**config.mk**
```make
export PLATFORM = sky130hd
export DESIGN_NAME = rob_core
export DESIGN_NICKNAME = d
export VERILOG_FILES = /design/src/rtl/rob_pkg.sv /design/src/rtl/rob_ptrs.sv /design/src/rtl/rob_entries.sv /design/src/rtl/rob_commit_sel.sv /design/src/rtl/rob_core.sv
export SDC_FILE = /design/constraint.sdc
export NUM_CORES = 1
export LEC_CHECK = 0
export BUFFER_PORTS_ARGS = -buffer_cell sky130_fd_sc_hd__buf_2
export CORE_UTILIZATION = 32
export DETAILED_ROUTE_END_ITERATION = 10
export PLACE_DENSITY = 0.57
export RECOVER_POWER = 50
export SYNTH_ARGS = -nofsm -noshare
export SYNTH_HDL_FRONTEND = slang
export SYNTH_SLANG_ARGS = --single-unit
```
**constraint.sdc**
```tcl
create_clock -name clk -period 4.71 [get_ports clk]
set_input_delay 0.7065 -clock clk [delete_from_list [all_inputs] [get_ports clk]]
set_output_delay 0.7065 -clock clk [all_outputs]
set_load 0.02 [all_outputs]
```
**src/rtl/rob_pkg.sv**
```systemverilog
package rob_pkg;

    typedef enum logic [1:0] {
        KIND_REG    = 2'd0,
        KIND_STORE  = 2'd1,
        KIND_BRANCH = 2'd2,
        KIND_NONE   = 2'd3
    } rob_kind_e;

    localparam int unsigned RETIRE_LANES = 2;

endpackage

```
**src/rtl/rob_ptrs.sv**
```systemverilog
module rob_ptrs #(
    parameter int unsigned DEPTH = 8,
    parameter int unsigned PTR_W = $clog2(DEPTH),
    parameter int unsigned CNT_W = $clog2(DEPTH + 1)
) (
    input  logic             clk,
    input  logic             rst_n,
    input  logic             alloc_fire,
    input  logic [1:0]       retire_cnt,
    input  logic             flush,
    output logic [PTR_W-1:0] head_o,
    output logic [PTR_W-1:0] tail_o,
    output logic [CNT_W-1:0] count_o
);

    localparam logic [CNT_W-1:0] FULL_CNT = CNT_W'(DEPTH);

    typedef struct packed {
        logic [PTR_W-1:0] head;
        logic [PTR_W-1:0] tail;
        logic [CNT_W-1:0] count;
    } ptr_state_t;

    ptr_state_t st_d, st_q;

    function automatic logic [PTR_W-1:0] wrap_add(input logic [PTR_W-1:0] p,
                                                  input logic [1:0] n);
        logic [PTR_W:0] s;
        s = {1'b0, p} + (PTR_W+1)'(n);
        if (s >= (PTR_W+1)'(DEPTH)) begin
            s = s - (PTR_W+1)'(DEPTH);
        end
        return s[PTR_W-1:0];
    endfunction

    always_comb begin
        st_d = st_q;
        if (flush) begin
            st_d = '0;
        end else begin
            st_d.head  = wrap_add(st_q.head, retire_cnt);
            st_d.tail  = wrap_add(st_q.tail, {1'b0, alloc_fire});
            st_d.count = st_q.count + CNT_W'(alloc_fire) - CNT_W'(retire_cnt);
        end
    end

    always_ff @(posedge clk) begin
        if (!rst_n) begin
            st_q <= '0;
        end else begin
            st_q <= st_d;
        end
    end

    assign head_o  = st_q.head;
    assign tail_o  = st_q.tail;
    assign count_o = st_q.count;

    // occupancy never exceeds the slot count
    a_r2_no_overflow: assert property (@(posedge clk) disable iff (!rst_n)
        st_q.count <= FULL_CNT);

    // the retire stage never frees more slots than are occupied
    a_r5_retire_within_count: assert property (@(posedge clk) disable iff (!rst_n)
        CNT_W'(retire_cnt) <= st_q.count);

endmodule

```
**src/rtl/rob_entries.sv**
```systemverilog
module rob_entries
    import rob_pkg::*;
#(
    parameter int unsigned DEPTH  = 8,
    parameter int unsigned PTR_W  = $clog2(DEPTH),
    parameter int unsigned DEST_W = 16,
    parameter int unsigned DATA_W = 32
) (
    input  logic                               clk,
    input  logic                               rst_n,
    input  logic                               alloc_fire,
    input  logic [PTR_W-1:0]                   alloc_idx,
    input  rob_kind_e                          alloc_kind,
    input  logic [DEST_W-1:0]                  alloc_dest,
    input  logic                               cdb_valid,
    input  logic [PTR_W-1:0]                   cdb_tag,
    input  logic [DATA_W-1:0]                  cdb_value,
    input  logic                               cdb_exc,
    input  logic                               br_valid,
    input  logic [PTR_W-1:0]                   br_tag,
    input  logic                               br_mispredict,
    input  logic [DATA_W-1:0]                  br_target,
    input  logic [1:0]                         retire_cnt,
    input  logic [PTR_W-1:0]                   head_idx,
    input  logic                               flush,
    input  logic [PTR_W-1:0]                   lk_tag,
    output logic [DATA_W-1:0]                  lk_value,
    output logic                               lk_ready,
    output logic [RETIRE_LANES-1:0]            h_valid,
    output logic [RETIRE_LANES-1:0]            h_ready,
    output logic [RETIRE_LANES-1:0]            h_exc,
    output logic [RETIRE_LANES-1:0]            h_misp,
    output rob_kind_e [RETIRE_LANES-1:0]       h_kind,
    output logic [RETIRE_LANES-1:0][DEST_W-1:0] h_dest,
    output logic [RETIRE_LANES-1:0][DATA_W-1:0] h_value
);

    localparam logic [PTR_W-1:0] LAST_IDX = PTR_W'(DEPTH - 1);

    typedef struct packed {
        logic              valid;
        logic              ready;
        logic              exc;
        logic              misp;
        rob_kind_e         kind;
        logic [DEST_W-1:0] dest;
        logic [DATA_W-1:0] value;
    } slot_t;

    slot_t [DEPTH-1:0] slot_d, slot_q;
    logic  [RETIRE_LANES-1:0][PTR_W-1:0] lane_idx;

    assign lane_idx[0] = head_idx;
    assign lane_idx[1] = (head_idx == LAST_IDX) ? '0 : head_idx + PTR_W'(1);

    always_comb begin
        slot_d = slot_q;
        for (int l = 0; l < RETIRE_LANES; l++) begin
            if (l < int'(retire_cnt)) begin
                slot_d[lane_idx[l]].valid = 1'b0;
            end
        end
        if (cdb_valid && slot_q[cdb_tag].valid) begin
            slot_d[cdb_tag].value = cdb_value;
            slot_d[cdb_tag].ready = 1'b1;
            slot_d[cdb_tag].exc   = cdb_exc;
        end
        if (br_valid && slot_q[br_tag].valid) begin
            slot_d[br_tag].value = br_target;
            slot_d[br_tag].ready = 1'b1;
            slot_d[br_tag].misp  = br_mispredict;
        end
        if (alloc_fire) begin
            slot_d[alloc_idx] = '{valid: 1'b1, ready: 1'b0, exc: 1'b0, misp: 1'b0,
                                  kind: alloc_kind, dest: alloc_dest, value: '0};
        end
        if (flush) begin
            for (int i = 0; i < DEPTH; i++) begin
                slot_d[i].valid = 1'b0;
                slot_d[i].ready = 1'b0;
            end
        end
    end

    always_ff @(posedge clk) begin
        if (!rst_n) begin
            slot_q <= '0;
        end else begin
            slot_q <= slot_d;
        end
    end

    assign lk_value = slot_q[lk_tag].value;
    assign lk_ready = slot_q[lk_tag].valid & slot_q[lk_tag].ready;

    for (genvar g = 0; g < RETIRE_LANES; g++) begin : g_lane
        assign h_valid[g] = slot_q[lane_idx[g]].valid;
        assign h_ready[g] = slot_q[lane_idx[g]].ready;
        assign h_exc[g]   = slot_q[lane_idx[g]].exc;
        assign h_misp[g]  = slot_q[lane_idx[g]].misp;
        assign h_kind[g]  = slot_q[lane_idx[g]].kind;
        assign h_dest[g]  = slot_q[lane_idx[g]].dest;
        assign h_value[g] = slot_q[lane_idx[g]].value;
    end

    // a broadcast to a live slot leaves it complete on the next cycle
    a_r3_result_lands: assert property (@(posedge clk) disable iff (!rst_n)
        (cdb_valid && slot_q[cdb_tag].valid && !flush &&
         !(alloc_fire && alloc_idx == cdb_tag))
        |=> slot_q[$past(cdb_tag)].ready);

    // a resolution records the branch outcome in its slot
    a_r4_branch_outcome: assert property (@(posedge clk) disable iff (!rst_n)
        (br_valid && slot_q[br_tag].valid && !flush &&
         !(alloc_fire && alloc_idx == br_tag))
        |=> slot_q[$past(br_tag)].misp == $past(br_mispredict));

endmodule

```
**src/rtl/rob_commit_sel.sv**
```systemverilog
module rob_commit_sel
    import rob_pkg::*;
#(
    parameter int unsigned DEST_W = 16,
    parameter int unsigned DATA_W = 32,
    parameter int unsigned CNT_W  = 4
) (
    input  logic [CNT_W-1:0]                    count,
    input  logic [RETIRE_LANES-1:0]             h_valid,
    input  logic [RETIRE_LANES-1:0]             h_ready,
    input  logic [RETIRE_LANES-1:0]             h_exc,
    input  logic [RETIRE_LANES-1:0]             h_misp,
    input  rob_kind_e [RETIRE_LANES-1:0]        h_kind,
    input  logic [RETIRE_LANES-1:0][DEST_W-1:0] h_dest,
    input  logic [RETIRE_LANES-1:0][DATA_W-1:0] h_value,
    output logic [1:0]                          retire_cnt,
    output logic [RETIRE_LANES-1:0]             reg_we,
    output logic [RETIRE_LANES-1:0][DEST_W-1:0] reg_idx,
    output logic [RETIRE_LANES-1:0][DATA_W-1:0] reg_data,
    output logic [RETIRE_LANES-1:0]             mem_we,
    output logic [RETIRE_LANES-1:0][DEST_W-1:0] mem_addr,
    output logic [RETIRE_LANES-1:0][DATA_W-1:0] mem_data,
    output logic                                flush,
    output logic [DATA_W-1:0]                   redirect_pc,
    output logic                                exc_raise
);

    logic [RETIRE_LANES-1:0] lane_go;
    logic                    oldest_done;
    logic                    second_clean;

    always_comb begin
        oldest_done  = (count != '0) && h_valid[0] && h_ready[0];
        second_clean = (count >= CNT_W'(2)) && h_valid[1] && h_ready[1] && !h_exc[1] &&
                       !(h_kind[1] == KIND_BRANCH && h_misp[1]);
        lane_go      = '0;
        retire_cnt   = 2'd0;
        flush        = 1'b0;
        exc_raise    = 1'b0;
        redirect_pc  = '0;
        if (oldest_done) begin
            if (h_exc[0]) begin
                flush     = 1'b1;
                exc_raise = 1'b1;
            end else if (h_kind[0] == KIND_BRANCH && h_misp[0]) begin
                flush       = 1'b1;
                redirect_pc = h_value[0];
            end else begin
                lane_go[0] = 1'b1;
                retire_cnt = 2'd1;
                if (second_clean) begin
                    lane_go[1] = 1'b1;
                    retire_cnt = 2'd2;
                end
            end
        end
    end

    always_comb begin
        reg_we   = '0;
        mem_we   = '0;
        reg_idx  = '0;
        reg_data = '0;
        mem_addr = '0;
        mem_data = '0;
        for (int l = 0; l < RETIRE_LANES; l++) begin
            if (lane_go[l]) begin
                case (h_kind[l])
                    KIND_REG: begin
                        reg_we[l]   = 1'b1;
                        reg_idx[l]  = h_dest[l];
                        reg_data[l] = h_value[l];
                    end
                    KIND_STORE: begin
                        mem_we[l]   = 1'b1;
                        mem_addr[l] = h_dest[l];
                        mem_data[l] = h_value[l];
                    end
                    default: ;
                endcase
            end
        end
    end

endmodule

```
**src/rtl/rob_core.sv**
```systemverilog
module rob_core
    import rob_pkg::*;
#(
    parameter int unsigned DEPTH  = 8,
    parameter int unsigned DEST_W = 16,
    parameter int unsigned DATA_W = 32,
    localparam int unsigned TAG_W = $clog2(DEPTH),
    localparam int unsigned CNT_W = $clog2(DEPTH + 1)
) (
    input  logic                   clk,
    input  logic                   rst_n,
    input  logic                   alloc_req,
    input  logic [1:0]             alloc_kind,
    input  logic [DEST_W-1:0]      alloc_dest,
    input  logic                   rs_free,
    output logic                   alloc_grant,
    output logic [TAG_W-1:0]       alloc_tag,
    input  logic                   cdb_valid,
    input  logic [TAG_W-1:0]       cdb_tag,
    input  logic [DATA_W-1:0]      cdb_value,
    input  logic                   cdb_exc,
    input  logic                   br_valid,
    input  logic [TAG_W-1:0]       br_tag,
    input  logic                   br_mispredict,
    input  logic [DATA_W-1:0]      br_target,
    input  logic [TAG_W-1:0]       lookup_tag,
    output logic [DATA_W-1:0]      lookup_value,
    output logic                   lookup_ready,
    output logic [1:0]             reg_wr_en,
    output logic [1:0][DEST_W-1:0] reg_wr_idx,
    output logic [1:0][DATA_W-1:0] reg_wr_data,
    output logic [1:0]             mem_wr_en,
    output logic [1:0][DEST_W-1:0] mem_wr_addr,
    output logic [1:0][DATA_W-1:0] mem_wr_data,
    output logic                   flush,
    output logic [DATA_W-1:0]      redirect_pc,
    output logic                   exc_raise,
    output logic [TAG_W-1:0]       exc_tag
);

    localparam logic [CNT_W-1:0] FULL_CNT = CNT_W'(DEPTH);

    logic [TAG_W-1:0]  head_w, tail_w;
    logic [CNT_W-1:0]  count_w;
    logic [1:0]        retire_w;
    logic              flush_w;

    logic [RETIRE_LANES-1:0]              h_valid, h_ready, h_exc, h_misp;
    rob_kind_e [RETIRE_LANES-1:0]         h_kind;
    logic [RETIRE_LANES-1:0][DEST_W-1:0]  h_dest;
    logic [RETIRE_LANES-1:0][DATA_W-1:0]  h_value;

    assign alloc_grant = alloc_req && rs_free && (count_w != FULL_CNT) && !flush_w;
    assign alloc_tag   = tail_w;
    assign exc_tag     = head_w;
    assign flush       = flush_w;

    rob_ptrs #(.DEPTH(DEPTH), .PTR_W(TAG_W), .CNT_W(CNT_W)) u_ptrs (
        .clk        (clk),
        .rst_n      (rst_n),
        .alloc_fire (alloc_grant),
        .retire_cnt (retire_w),
        .flush      (flush_w),
        .head_o     (head_w),
        .tail_o     (tail_w),
        .count_o    (count_w)
    );

    rob_entries #(.DEPTH(DEPTH), .PTR_W(TAG_W), .DEST_W(DEST_W), .DATA_W(DATA_W)) u_slots (
        .clk           (clk),
        .rst_n         (rst_n),
        .alloc_fire    (alloc_grant),
        .alloc_idx     (tail_w),
        .alloc_kind    (rob_kind_e'(alloc_kind)),
        .alloc_dest    (alloc_dest),
        .cdb_valid     (cdb_valid),
        .cdb_tag       (cdb_tag),
        .cdb_value     (cdb_value),
        .cdb_exc       (cdb_exc),
        .br_valid      (br_valid),
        .br_tag        (br_tag),
        .br_mispredict (br_mispredict),
        .br_target     (br_target),
        .retire_cnt    (retire_w),
        .head_idx      (head_w),
        .flush         (flush_w),
        .lk_tag        (lookup_tag),
        .lk_value      (lookup_value),
        .lk_ready      (lookup_ready),
        .h_valid       (h_valid),
        .h_ready       (h_ready),
        .h_exc         (h_exc),
        .h_misp        (h_misp),
        .h_kind        (h_kind),
        .h_dest        (h_dest),
        .h_value       (h_value)
    );

    rob_commit_sel #(.DEST_W(DEST_W), .DATA_W(DATA_W), .CNT_W(CNT_W)) u_retire (
        .count       (count_w),
        .h_valid     (h_valid),
        .h_ready     (h_ready),
        .h_exc       (h_exc),
        .h_misp      (h_misp),
        .h_kind      (h_kind),
        .h_dest      (h_dest),
        .h_value     (h_value),
        .retire_cnt  (retire_w),
        .reg_we      (reg_wr_en),
        .reg_idx     (reg_wr_idx),
        .reg_data    (reg_wr_data),
        .mem_we      (mem_wr_en),
        .mem_addr    (mem_wr_addr),
        .mem_data    (mem_wr_data),
        .flush       (flush_w),
        .redirect_pc (redirect_pc),
        .exc_raise   (exc_raise)
    );

    // lane 0 only writes for a slot that the storage reports complete
    a_r6_write_needs_ready: assert property (@(posedge clk) disable iff (!rst_n)
        (reg_wr_en[0] || mem_wr_en[0]) |-> (h_valid[0] && h_ready[0]));

    // lane 1 never writes unless two slots retire together
    a_r7_lane1_in_order: assert property (@(posedge clk) disable iff (!rst_n)
        (reg_wr_en[1] || mem_wr_en[1]) |-> (retire_w == 2'd2));

    // after any flush the buffer restarts at slot 0
    a_r8_flush_restarts: assert property (@(posedge clk) disable iff (!rst_n)
        flush_w |=> (alloc_tag == '0 && !lookup_ready));

    // a fault is only taken from the oldest slot once it carries the flag
    a_r9_fault_at_head: assert property (@(posedge clk) disable iff (!rst_n)
        exc_raise |-> (h_valid[0] && h_exc[0] && reg_wr_en == '0 && mem_wr_en == '0));

    // no slot is reserved while the buffer is being emptied
    a_r11_no_grant_on_flush: assert property (@(posedge clk) disable iff (!rst_n)
        flush_w |-> !alloc_grant);

endmodule

```
==> impl_summary.md <==
Setup path
The highest fanout seen on the critical path is 25. The longest individual stage delay on the worst path is 1.24 ns. The path length in cells of the critical path is 5. The category of the most critical setup path is in2out. The number of cells on the worst reg-to-reg path is 9. The worst setup path is launched from an input pin. The reg-to-reg critical path endpoint is u_slots.slot_q[423]. Across all register-to-register paths, the minimum setup slack is 0.25 ns. The slowest library cell on the worst path is sky130_fd_sc_hd__clkbuf_1. STA puts the critical path data arrival time at 3.92 ns. Together, buffers and inverters on the worst path number 3. The category of the worst setup path capture point is a primary output.

The top cell family by delay on the critical path is buffers and inverters. The critical path starts at lookup_tag[1]. STA puts the critical path data required time at 4.00 ns.

In this run the worst setup path terminates at lookup_value[31]. The worst register-to-register path begins at u_ptrs.head_o[2]. The signal on the critical path passes through clkbuf_1, buf_2, mux4_2, mux2_2, clkbuf_2.

Timing
The slew at the pin closest to its max-slew limit is 2.00 ns. The tightest hold path in the finished design has a slack of 0.395 ns. The worst clock skew is 0.0370 ns. The clock period minus worst slack is 4.63 ns.

Setup violations remaining at the end of the flow were counted as 0. Derived from the worst setup path, the maximum achievable clock frequency is 216 MHz. The final-report max-slew violation count was 40. Setup repair after global routing left no endpoint under its margin. The headroom to the max-slew limit is -33.3%. The number of failing hold endpoints at the final stage is 0. After routing, the total negative slack on setup checks comes to 0 ns. The share of the clock period used by the worst path after layout is 98.2%.

Power and ir drop
The worst-case IR drop observed on VDD is 239 uV. Summed over all cells, the static leakage comes to 13.4 nW. The total power divided by cell area is 282 nW/um^2.

Yosys
After synthesis, the share of flip-flops with an asynchronous set or reset is 0%. The number of nets handed over by synthesis was 3193. The total number of yosys warnings is 0. The share of the yosys chip area belonging to registers is 33.1%. The number of unique standard cell types used by synthesis is 69. The number of flops mapped to enable cells by yosys is 0. In this run the mean area of a mapped cell was 8.68 sq um. Counting every instance in the synthesized netlist gives 3082.

The total standard cell area after synthesis is 26700 sq um. The number of register bits inferred by synthesis is 442. For this run, the leading register cell type out of synthesis is sky130_fd_sc_hd__dfxtp_1.

Global route
Entering global routing, the biggest net connects 160 pins. The first-pass GRT wire length is 172000 um. The via count of the first global-routing pass was 24500.

The number of antenna violations at the first check in global routing is 20. The final global-route overflow total is 0. The total global-route track usage is 26.9%.

Die
The die covers 84700 sq um. The floorplan has 105 rows. 369 I/O pins were placed. The horizontal extent of the die is 291 um.

The initial core utilization is 32.5%. The die boundary height is 291 um. The core region is 82400 sq um.

Detailed routing
After detailed routing, the total wire length is 120000 um. The vias per cell is 6.18. The starting DRC count in detailed routing is 3653. For this run, the detailed router's first-pass iteration total came to 8.

In the final routed layout, each cell accounts on average for 27.5 um. The number of design rule violations left after detail routing is 0. The vias after detailed routing is 26900. The count of antenna-violating nets left after detailed routing is 0.

Placed design
The count of port buffers added during placement is 368. The weighted congestion reported at the end of routability-driven placement is 0.905. The final HPWL from detailed placement is 73700 um.

Cells and area
The net total in the final layout is 3345. The ratio of cells with drive above 1 in the final layout is 22.8%. The area overhead of the layout relative to synthesis is 15.6%. The count of filler cells inserted in the layout is 8360.

Run status
The run finished, with violations left. The checks that failed: max-capacitance violations, max-slew violations.

CTS
The TritonCTS clock tree is built. The clock input transition at the sequential cells of the worst setup and hold paths is 0.06 ns. The count of hold buffers inserted by post-cts repair is 0. The clock tree synthesis step divided the H-tree into 2 levels.

The clock net in this run drives a total of 442 sinks. Counting the buffers created by CTS gives 50. The buffer type at the clock tree root is sky130_fd_sc_hd__clkbuf_16. The maximum buffer depth of the clock tree is 3. The clock insertion delay at the later pin of the skew report is 0.63 ns.

Job
Across the run, the number of max-cap violations was 2.

Worst hold path
The type of the most critical hold path is in2reg.
## flip-flops by register name (all words and copies together) (netlist names)
register	flops
u_ptrs.count_o	4
u_ptrs.tail_o	3
u_ptrs.head_o	3
u_slots.slot_q	432
## repair_timing
action                                  in CTS  in global routing
buffers inserted                             2                  0
endpoints found under the setup margin      46                 76
gates cloned                                 0                  0
gates resized for setup                      0                  6
pin swaps                                    1                  0
## metal layers
metal	share of wire, %	up-vias	track usage [%]	wire (um)
met2	44	1834	42.0	53000
met5	0.16	-	0	187
li1	-	11800	-	-
met3	11	360	6.27	12900
met1	41	12900	35.8	48800
met4	3.9	14	10.4	4720
## area by class of cell
type / count / area, sq um / share of cell area (%)
Antenna cell: 13 / 32.5 / 0.105
Multi-Input combinational cell: 2245 / 16100 / 52.2
Sequential cell: 442 / 8850 / 28.6
Timing Repair Buffer: 464 / 2690 / 8.70
Inverter: 31 / 116 / 0.377
Clock buffer: 73 / 1500 / 4.86
Clock inverter: 18 / 251 / 0.814
Tap cell: 1070 / 1340 / 4.33
## worst reg2reg max path: stages (launching register included)
cell and delay [ns]:
sky130_fd_sc_hd__dfxtp_1 0.53, sky130_fd_sc_hd__buf_4 0.22, sky130_fd_sc_hd__mux2_2 0.33, sky130_fd_sc_hd__a221o_1 0.31, sky130_fd_sc_hd__a22o_1 0.30, sky130_fd_sc_hd__o2111ai_1 0.58, sky130_fd_sc_hd__nor2b_4 0.25, sky130_fd_sc_hd__clkbuf_1 1.43
sky130_fd_sc_hd__mux2i_1 0.34, sky130_fd_sc_hd__nor2b_1 0.07
## Yosys cell counts (all sizes together) (5+ instances only)
cell,instances,area (sq um)
mux4,74,1670
or3,6,37.5
and3,5,31.3
nand2,68,285
o22ai,291,1820
nor2b,71,444
mux2i,336,3360
a21oi,23,115
dfxtp,442,8850
mux2,52,586
o221a,7,78.8
nor3,38,213
or4,51,383
o22a,47,412
buf,174,868
nand3,108,541
inv,30,113
nand2b,13,81.3
a31oi,14,103
a211oi,257,2350
nand4,5,31.3
nor2,557,2100
nand3b,6,45.0
clkbuf,190,713
ha,10,125
o211ai,50,375
o21ai,101,513
## worst min path at each step
stage	start	end	slack (ns)	depth (start not counted)
after floorplan	u_slots.slot_q[214]	u_slots.slot_q[214]	0.45	2
after global placement	u_slots.slot_q[43]	u_slots.slot_q[43]	0.48	2
after detailed placement	u_slots.slot_q[149]	u_slots.slot_q[149]	0.48	2
after CTS	alloc_dest[12]	u_slots.slot_q[206]	0.38	3
after global routing	alloc_dest[9]	u_slots.slot_q[419]	0.41	3
final	alloc_dest[12]	u_slots.slot_q[206]	0.39	3
## cell families (layout without fill, tap and decap cells)
logic type,after synthesis,count (layout),synth area share (%)
AND/OR/NAND/NOR,945,945,16.1
AO/OA/AOI/OAI,821,821,22.7
multiplexers,462,462,21.0
flip-flops,442,442,33.1
buffers and inverters,395,586,6.35
adder cells (fa/ha/maj),12,12,0.618
XOR/XNOR,5,5,0.164
other,0,13,0
## per-stage QoR
step	cell area (sq um)	setup WS [ns]	total power, mW	utilization [%]	std cells
global route	30900	0.0305	8.94	37.5	4346
CTS	31200	0.0698	8.73	37.9	4343
detailed placement	29500	0.447	4.53	35.8	4250
floorplan	26700	1.07	4.30	-	3082
global placement	29500	0.509	4.53	35.8	4250
finish	30900	0.0847	8.72	37.5	4356
## placed cells by master, fill, tap and decap left out, types with 23 or more instances in the layout
cell type | netlist | layout
sky130_fd_sc_hd__o22a_1 | 47 | 47
sky130_fd_sc_hd__dfxtp_1 | 442 | 441
sky130_fd_sc_hd__o21ai_0 | 99 | 99
sky130_fd_sc_hd__inv_1 | 29 | 30
sky130_fd_sc_hd__nand2_1 | 62 | 51
sky130_fd_sc_hd__nor2_1 | 555 | 555
sky130_fd_sc_hd__buf_2 | 46 | 347
sky130_fd_sc_hd__a211oi_2 | 84 | 35
sky130_fd_sc_hd__o211ai_1 | 50 | 50
sky130_fd_sc_hd__o22ai_1 | 291 | 291
sky130_fd_sc_hd__or4_1 | 51 | 50
sky130_fd_sc_hd__mux2_2 | 52 | 46
sky130_fd_sc_hd__mux4_2 | 74 | 74
sky130_fd_sc_hd__mux2i_1 | 336 | 336
sky130_fd_sc_hd__clkbuf_1 | 190 | 27
sky130_fd_sc_hd__clkbuf_16 | 0 | 53
sky130_fd_sc_hd__nand3_1 | 108 | 98
sky130_fd_sc_hd__a211oi_1 | 173 | 222
sky130_fd_sc_hd__nor3_1 | 36 | 35
sky130_fd_sc_hd__buf_4 | 10 | 67
sky130_fd_sc_hd__a21oi_1 | 23 | 23
sky130_fd_sc_hd__nor2b_1 | 71 | 68
## power breakdown
group | switching [mW] | internal, mW
registers | 0.0432 | 3.78
clock network | 1.74 | 2.53
logic | 0.439 | 0.184
total | 2.22 | 6.50
Note: power is estimated with default switching activity, not from simulation.
